<file path="src/rtl/i2c_cond_gen.sv">
module i2c_cond_gen #(
  parameter int BAUD_W = 8,
  parameter int DLY_W  = 3
) (
  input  logic              clk,
  input  logic              rst_n,
  input  logic              cs_en,
  input  logic [BAUD_W-1:0] baud_n,
  input  logic [DLY_W-1:0]  dly_code,
  input  logic              req_start,
  input  logic              req_stop,
  input  logic              req_restart,
  output logic              scl_low,
  output logic              sda_low,
  output logic              busy,
  output logic              done
);

  localparam int DLY_MAX = (1 << DLY_W) - 1;

  typedef enum logic [3:0] {
    S_IDLE, S_ST_SDA, S_ST_SCL,
    S_SP_SDA0, S_SP_SCL, S_SP_SDA1,
    S_RS_SDA1, S_RS_SCL1, S_RS_SDA0, S_RS_SCL0,
    S_DRAIN
  } state_t;

  typedef enum logic [1:0] {OP_NONE, OP_START, OP_STOP, OP_RESTART} op_t;

  state_t state;
  op_t    op_q;
  logic [BAUD_W-1:0] bcnt;
  logic [DLY_W-1:0]  dcnt;
  logic [DLY_MAX-1:0] pipe;
  logic sda_int;
  logic tick;

  assign tick = cs_en && (bcnt == '0);
  assign sda_low = (dly_code == '0) ? sda_int : pipe[dly_code - 1'b1];

  always_ff @(posedge clk) begin
    if (!rst_n)
      bcnt <= baud_n;
    else if (tick)
      bcnt <= baud_n;
    else if (cs_en)
      bcnt <= bcnt - 1'b1;
  end

  generate
    if (DLY_MAX > 1) begin : g_pipe
      always_ff @(posedge clk) begin
        if (!rst_n) pipe <= '0;
        else if (cs_en) pipe <= {pipe[DLY_MAX-2:0], sda_int};
      end
    end else begin : g_pipe1
      always_ff @(posedge clk) begin
        if (!rst_n) pipe <= '0;
        else if (cs_en) pipe <= sda_int;
      end
    end
  endgenerate

  always_ff @(posedge clk) begin
    if (!rst_n) begin
      state   <= S_IDLE;
      op_q    <= OP_NONE;
      scl_low <= 1'b0;
      sda_int <= 1'b0;
      busy    <= 1'b0;
      done    <= 1'b0;
      dcnt    <= '0;
    end else begin
      done <= 1'b0;
      if (cs_en && dcnt != '0) dcnt <= dcnt - 1'b1;
      case (state)
        S_IDLE: begin
          if (req_start) begin
            state <= S_ST_SDA;  op_q <= OP_START;   busy <= 1'b1;
          end else if (req_restart) begin
            state <= S_RS_SDA1; op_q <= OP_RESTART; busy <= 1'b1;
          end else if (req_stop) begin
            state <= S_SP_SDA0; op_q <= OP_STOP;    busy <= 1'b1;
          end
        end
        S_ST_SDA:  if (tick) begin sda_int <= 1'b1; dcnt <= dly_code; state <= S_ST_SCL; end
        S_ST_SCL:  if (tick) begin scl_low <= 1'b1; state <= S_DRAIN; end
        S_SP_SDA0: if (tick) begin sda_int <= 1'b1; dcnt <= dly_code; state <= S_SP_SCL; end
        S_SP_SCL:  if (tick) begin scl_low <= 1'b0; state <= S_SP_SDA1; end
        S_SP_SDA1: if (tick) begin sda_int <= 1'b0; dcnt <= dly_code; state <= S_DRAIN; end
        S_RS_SDA1: if (tick) begin sda_int <= 1'b0; dcnt <= dly_code; state <= S_RS_SCL1; end
        S_RS_SCL1: if (tick) begin scl_low <= 1'b0; state <= S_RS_SDA0; end
        S_RS_SDA0: if (tick) begin sda_int <= 1'b1; dcnt <= dly_code; state <= S_RS_SCL0; end
        S_RS_SCL0: if (tick) begin scl_low <= 1'b1; state <= S_DRAIN; end
        S_DRAIN: begin
          if (cs_en && dcnt == '0) begin
            done  <= 1'b1;
            busy  <= 1'b0;
            state <= S_IDLE;
          end
        end
        default: state <= S_IDLE;
      endcase
    end
  end

  a_r8_done_single: assert property (@(posedge clk) disable iff (!rst_n)
    done |=> !done);

  a_r8_done_frees_busy: assert property (@(posedge clk) disable iff (!rst_n)
    done |-> !busy);

  a_r7_idle_stays_idle: assert property (@(posedge clk) disable iff (!rst_n)
    (!busy && !(req_start || req_stop || req_restart)) |=> !busy);

  a_r2_scl_on_mark: assert property (@(posedge clk) disable iff (!rst_n)
    (scl_low != $past(scl_low)) |-> $past(tick));

  a_r3_start_sda_under_high_scl: assert property (@(posedge clk) disable iff (!rst_n)
    (op_q == OP_START && $rose(sda_low)) |-> !scl_low);

  a_r4_stop_sda_under_high_scl: assert property (@(posedge clk) disable iff (!rst_n)
    (op_q == OP_STOP && $fell(sda_low)) |-> !scl_low);

endmodule

</file>
<file path="config.mk">
export PLATFORM = sky130hd
export DESIGN_NAME = i2c_cond_gen
export DESIGN_NICKNAME = d
export VERILOG_FILES = /design/src/rtl/i2c_cond_gen.sv
export SDC_FILE = /design/constraint.sdc
export NUM_CORES = 1
export LEC_CHECK = 0
export CORE_MARGIN = 2
export CORE_UTILIZATION = 30
export DETAILED_ROUTE_END_ITERATION = 10
export GPL_TIMING_DRIVEN = 0
export PLACE_DENSITY = 0.57
export SYNTH_ARGS = -nofsm -noshare
export SYNTH_HDL_FRONTEND = slang
export SYNTH_SLANG_ARGS = --single-unit
</file>
<file path="constraint.sdc">
create_clock -name clk -period 2.65 [get_ports clk]
set_clock_uncertainty 0.05 [all_clocks]
set_input_delay 0.53 -clock clk [delete_from_list [all_inputs] [get_ports clk]]
set_output_delay 0.53 -clock clk [all_outputs]
set_load 0.03 [all_outputs]
</file>
After elaboration in Yosys (flattened, before gate mapping)
Index checks and enable logic that the tools add are counted.
{"block": "totals", "reg_bits": 26, "latchBits": 0, "ramBits": 0, "mem_bits_ro": 0, "in_bits": 17, "out_inout_bits": 4, "wordCells": 89, "mem_count": 0}
{"block": "classes", "add_sub_neg": 3, "multipliers": 0, "n_div": 0, "n_lt_le_gt_ge": 1, "eq_ne": 24, "shift": 0, "n_mux": 31, "bitwise_logic": 0, "n_reduce_logical": 22}
{"operator": "$mux 4", "n": 11}
{"operator": "$pmux 4 s9", "n": 1}
{"operator": "$mux 8", "n": 3}
{"operator": "$eq 4x3->1 const B", "n": 4}
{"operator": "$ne 2x2->1 const B", "n": 7}
{"operator": "$eq 4x4->1 const B", "n": 3}
{"operator": "$ne 2x1->1 const B", "n": 5}
{"operator": "$mux 1", "n": 9}
{"operator": "$mux 3", "n": 3}
{"operator": "$reduce_and 3->1", "n": 3}
{"operator": "$reduce_and 9->1", "n": 1}
{"operator": "$eq 4x2->1 const B", "n": 2}
{"operator": "$logic_not 8->1", "n": 1}
{"operator": "$sub 8x1->8 const B", "n": 1}
{"operator": "$logic_not 3->1", "n": 2}
{"operator": "$pmux 1 s2", "n": 3}
{"operator": "$reduce_bool 2->1", "n": 3}
{"operator": "$reduce_or 2->1", "n": 3}
{"operator": "$reduce_or 3->1", "n": 2}
{"operator": "$sub 3x1->3 const B", "n": 2}
{"operator": "$reduce_or 5->1", "n": 1}
{"operator": "$eq 4x1->1 const B", "n": 1}
{"operator": "$logic_not 4->1", "n": 1}
{"operator": "$lt 3x4->1 const B", "n": 1}
{"operator": "other kinds (6)", "n": 8}

Depth between registers and ports, before layout
{"block": "depth", "word_depth": 5, "depth_mapped": 7, "ltp_nobuf": 7}

Worst setup path before layout
Ideal clock, no wire load.
{"block": "synth_path", "path_type": "input-to-output", "start": "in dly_code[0]", "end": "out sda_low", "arrival_time_ps": 1764, "required_time_ps": 2070, "setup_slack_ps": 306, "cell_stages": 6, "path_buffers": 0, "path_cell_list": "inv_1 ha_1 mux4_2 nor4b_1 a31oi_1 o211ai_1"}
{"block": "synth_via", "elab_chain_len": 4, "elab_cells_between_ends": 5, "classes_between": "add/sub (1); mux (3); reduce/logical (1)"}
{"element": "start: declaration", "line": "9", "rtl": "input logic [DLY_W-1:0] dly_code,"}
{"element": "$sub 3x1->3", "line": "39", "rtl": "assign sda_low = (dly_code == '0) ? sda_int : pipe[dly_code - 1'b1];"}
{"element": "$bmux 1 s3", "line": "39"}
{"element": "$mux 1 (not written as such)", "line": "39"}
{"element": "$mux 1 *", "line": "39"}
{"element": "end: declaration", "line": "14", "rtl": "output logic sda_low,"}
Every way passes the cells marked *; elsewhere a longest branch is shown, timed or not. The select of a mux whose other input is x is not followed.

Worst setup path in the final report
{"block": "layout_path", "start": "in dly_code[1]", "end": "out sda_low"}
Same word-level chain as after synthesis.

==> metrics.md <==
| Metric | Value |
|---|---|
| CTS tree | `yes` |
| Dpl cells | `about 270` |
| Overflow after GRT | `0` |
| Final HPWL DP | `~2.3 mm` |
| H-tree depth | `1` |
| Die area | `around 5800 um^2` |
| Seq cells post-synth | `26` |
| P_leak | `~0.73 nW` |
| Worst-skew pair later-pin latency | `about 0.28 ns` |
| Rows | `26` |
| Synth-to-Final Area Change | `22.8%` |
| DRC viols | `0` |
| Most frequent cells in the layout | `dfxtp_1, clkdlybuf4s50_1, nand2_1` |
| Die height | `about 76 um` |
| Sw Share | `0.356` |
| GRT Total Usage | `0.113` |
| Slew of the pin with the lowest slew margin | `just over 0.6 ns` |
| Iter 0 DRT Violations | `79` |
| Nets | `~220` |
| Outcome | `finished clean` |
| Ys async rst share | `0` |
| Critical path cell sequence | `dlygate4sd2_1 > inv_2 > ha_4 > mux4_2 > nor4b_1 > a31oi_1 > o211ai_1 > buf_4` |
| Logic pwr share | `0.424` |
| Seq pwr share | `0.369` |
| Critical Path Start Type | `primary input` |
| Setup TNS | `0 ns` |
| Clock power share | `0.207` |
| Initial antenna violation count | `0` |
| # diodes | `0` |
| Routability-driven placement congestion ratio | `between 0.7 and 0.8` |
| Total power | `1.45 mW` |
| Initial Util | `0.310` |
| Top Ports | `21` |
| Sequential area share after synthesis | `0.382` |
| Final Hold Viols | `0` |
| First-pass GRT wire length | `between 5 and 6 mm` |
| Cell count after synthesis | `roughly 180` |
| Max-cap viol count | `0` |
| Die extent in x | `roughly 76 um` |
| Critical path's slowest cell | `mux4_2` |
| Final-report setup violation count | `0` |
| Core region area | `between 5000 and 6000 um^2` |
| DRT Pass-1 Iters | `4` |
| Layout cell share with drive strength beyond 1 | `0.0804` |
| Final slew viol count | `0` |
| Vias per cell | `between 4 and 5` |
| Commonest non-fill, non-tap cell in the layout | `dfxtp_1` |
| Largest net degree at the start of global routing | `16` |
| Critical Path Max Stage Delay | `around 0.30 ns` |
| Worst-path fanout max | `3` |
| Mapped Area | `roughly 1600 um^2` |
| Final Util | `0.380` |
| Synthesized Nets | `197` |
| Critical Path End Type | `output port` |
| IO Port Bufs | `20` |
| Worst-path clk slew | `around 0.090 ns` |
| Wire per inst | `between 10 and 15 um` |
| Vias in the first global route | `approximately 1200` |
| Multi-input logic area | `a little over 900 um^2` |
| Fmax | `between 300 and 400 MHz` |
| Post-synth EDFFs | `8` |
| Distinct cells, synth | `45` |
| Mean Syn Cell Area | `8.99 um^2` |
| DP Area | `1860 um^2` |
| Pwr dens | `between 700 and 800 nW/um^2` |
| Max_slew headroom | `0.597` |
| Post-layout minimum cycle time | `between 2 and 3 ns` |
| Crit path DAT | `roughly 2.0 ns` |
| Antenna Nets Post-Route | `0` |
| Final period utilization | `0.965` |
| Worst path required time | `~2.1 ns` |
| Via count | `between 1000 and 1500` |
| Worst path bufs/invs | `3` |
| Final WL | `roughly 3.2 mm` |
| Sw Pwr | `517 uW` |
| Maximum root-to-sink buffer count | `2` |
| Register area | `601 um^2` |
| Clock root cell | `clkbuf_8` |
| Ys Warns | `0` |
| Int Pwr | `about 930 uW` |
| Num CTS Buffers | `3` |
| Non-filler cells, final | `roughly 270` |
| Clock sink count | `26` |
| HP Class | `flip-flop to flip-flop` |
| Design Area, Final | `1930 um^2` |
| Most common flop cell mapped by yosys | `dfxtp_1` |
| Worst path top cell family by delay | `buffers and inverters` |
| # fillers | `between 500 and 600` |
| Setup Crit Path Kind | `primary input to output port` |
| RSZ-0062 raised after global routing | `false` |
| Peak supply drop | `0.244 mV` |
## worst min-delay path: stages, from the launching register on
cell,delay [ns]
dfxtp_1,0.32
o21ai_0,0.06
a21boi_0,0.07
## worst paths after layout
check / endpoint / from / slack [ns] / depth (start not counted)
worst max-delay path: sda_low / dly_code[1] / 0.09 / 8
worst min-delay path: scl_low / scl_low / 0.45 / 2
worst max register to register: state[1] / bcnt[4] / 0.48 / 5
worst min register to register: scl_low / scl_low / 0.45 / 2
## flip-flops by register name (all words and copies together) (netlist names)
| name | cells |
|---|---|
| dcnt | 3 |
| scl_low | 1 |
| sda_int | 1 |
| busy | 1 |
| state | 4 |
| bcnt | 8 |
| pipe | 7 |
| done | 1 |
## routing by layer
metal / routed length, um / track usage / vias to the layer above
met5: 0 / 0 / -
met4: 63 / 0.0600 / 0
met3: 75 / 0.0178 / 4
met2: 1460 / 0.181 / 18
met1: 1580 / 0.147 / 586
li1: - / - / 672
## per-stage QoR
stage                     setup WS, ns  hold WS [ns]
after floorplan                  0.306         0.432
after global placement          -0.795         0.442
after detailed placement        -0.824         0.445
after CTS                      0.00273         0.459
after global routing            0.0112         0.480
final                           0.0914         0.451
## Yosys cell counts (2+ instances only)
cell	n	share of area
ha_1	5	0.040
o21bai_1	3	0.014
nand3b_1	3	0.014
clkbuf_1	8	0.019
edfxtp_1	8	0.15
nor3_1	2	0.0064
or3_1	4	0.016
nand3_1	5	0.016
inv_1	7	0.017
o211a_1	2	0.013
nor2_1	10	0.024
nor4_1	2	0.0080
nor3b_1	6	0.029
o21ai_0	14	0.045
dfxtp_1	18	0.23
mux2i_1	10	0.064
nor2b_1	10	0.040
o211ai_1	2	0.0095
nand2b_1	4	0.016
a21boi_1	2	0.0095
nand2_1	16	0.038
a21oi_1	6	0.019
and2_1	2	0.0080
xnor2_1	5	0.028
## layout make-up
cell class                      count  area share
Sequential cell                    26       0.311
Clock buffer                        4      0.0343
Tap cell                           70      0.0454
Inverter                            7      0.0136
Buffer                              9      0.0175
Multi-Input combinational cell    133       0.479
Timing Repair Buffer               20      0.0992
## power groups by stage
stage | Clock (mW) | Combinational (mW) | Sequential, mW
global placement | 0 | 0.608 | 0.545
CTS | 0.318 | 0.617 | 0.536
detailed placement | 0 | 0.611 | 0.545
global route | 0.335 | 0.694 | 0.545
finish | 0.300 | 0.616 | 0.536
floorplan | 0 | 0.467 | 0.545
## cell families (layout without fill, tap and decap cells)
group / after synthesis / in the layout / synth area share
buf+inv: 16 / 40 / 0.0382
flops: 26 / 26 / 0.382
compound gates: 39 / 39 / 0.165
xor+xnor: 6 / 6 / 0.0334
simple gates: 72 / 72 / 0.264
mux: 11 / 11 / 0.0780
fa+ha+maj: 5 / 5 / 0.0398
## timing repair
action | 4_1_cts | 5_1_grt
resized for setup | 12 | 1
endpoints found under the setup margin | 1 | 1
hold buffers | 0 | 0
buffers inserted | 0 | 0
Note: power is estimated with default switching activity, not from simulation.
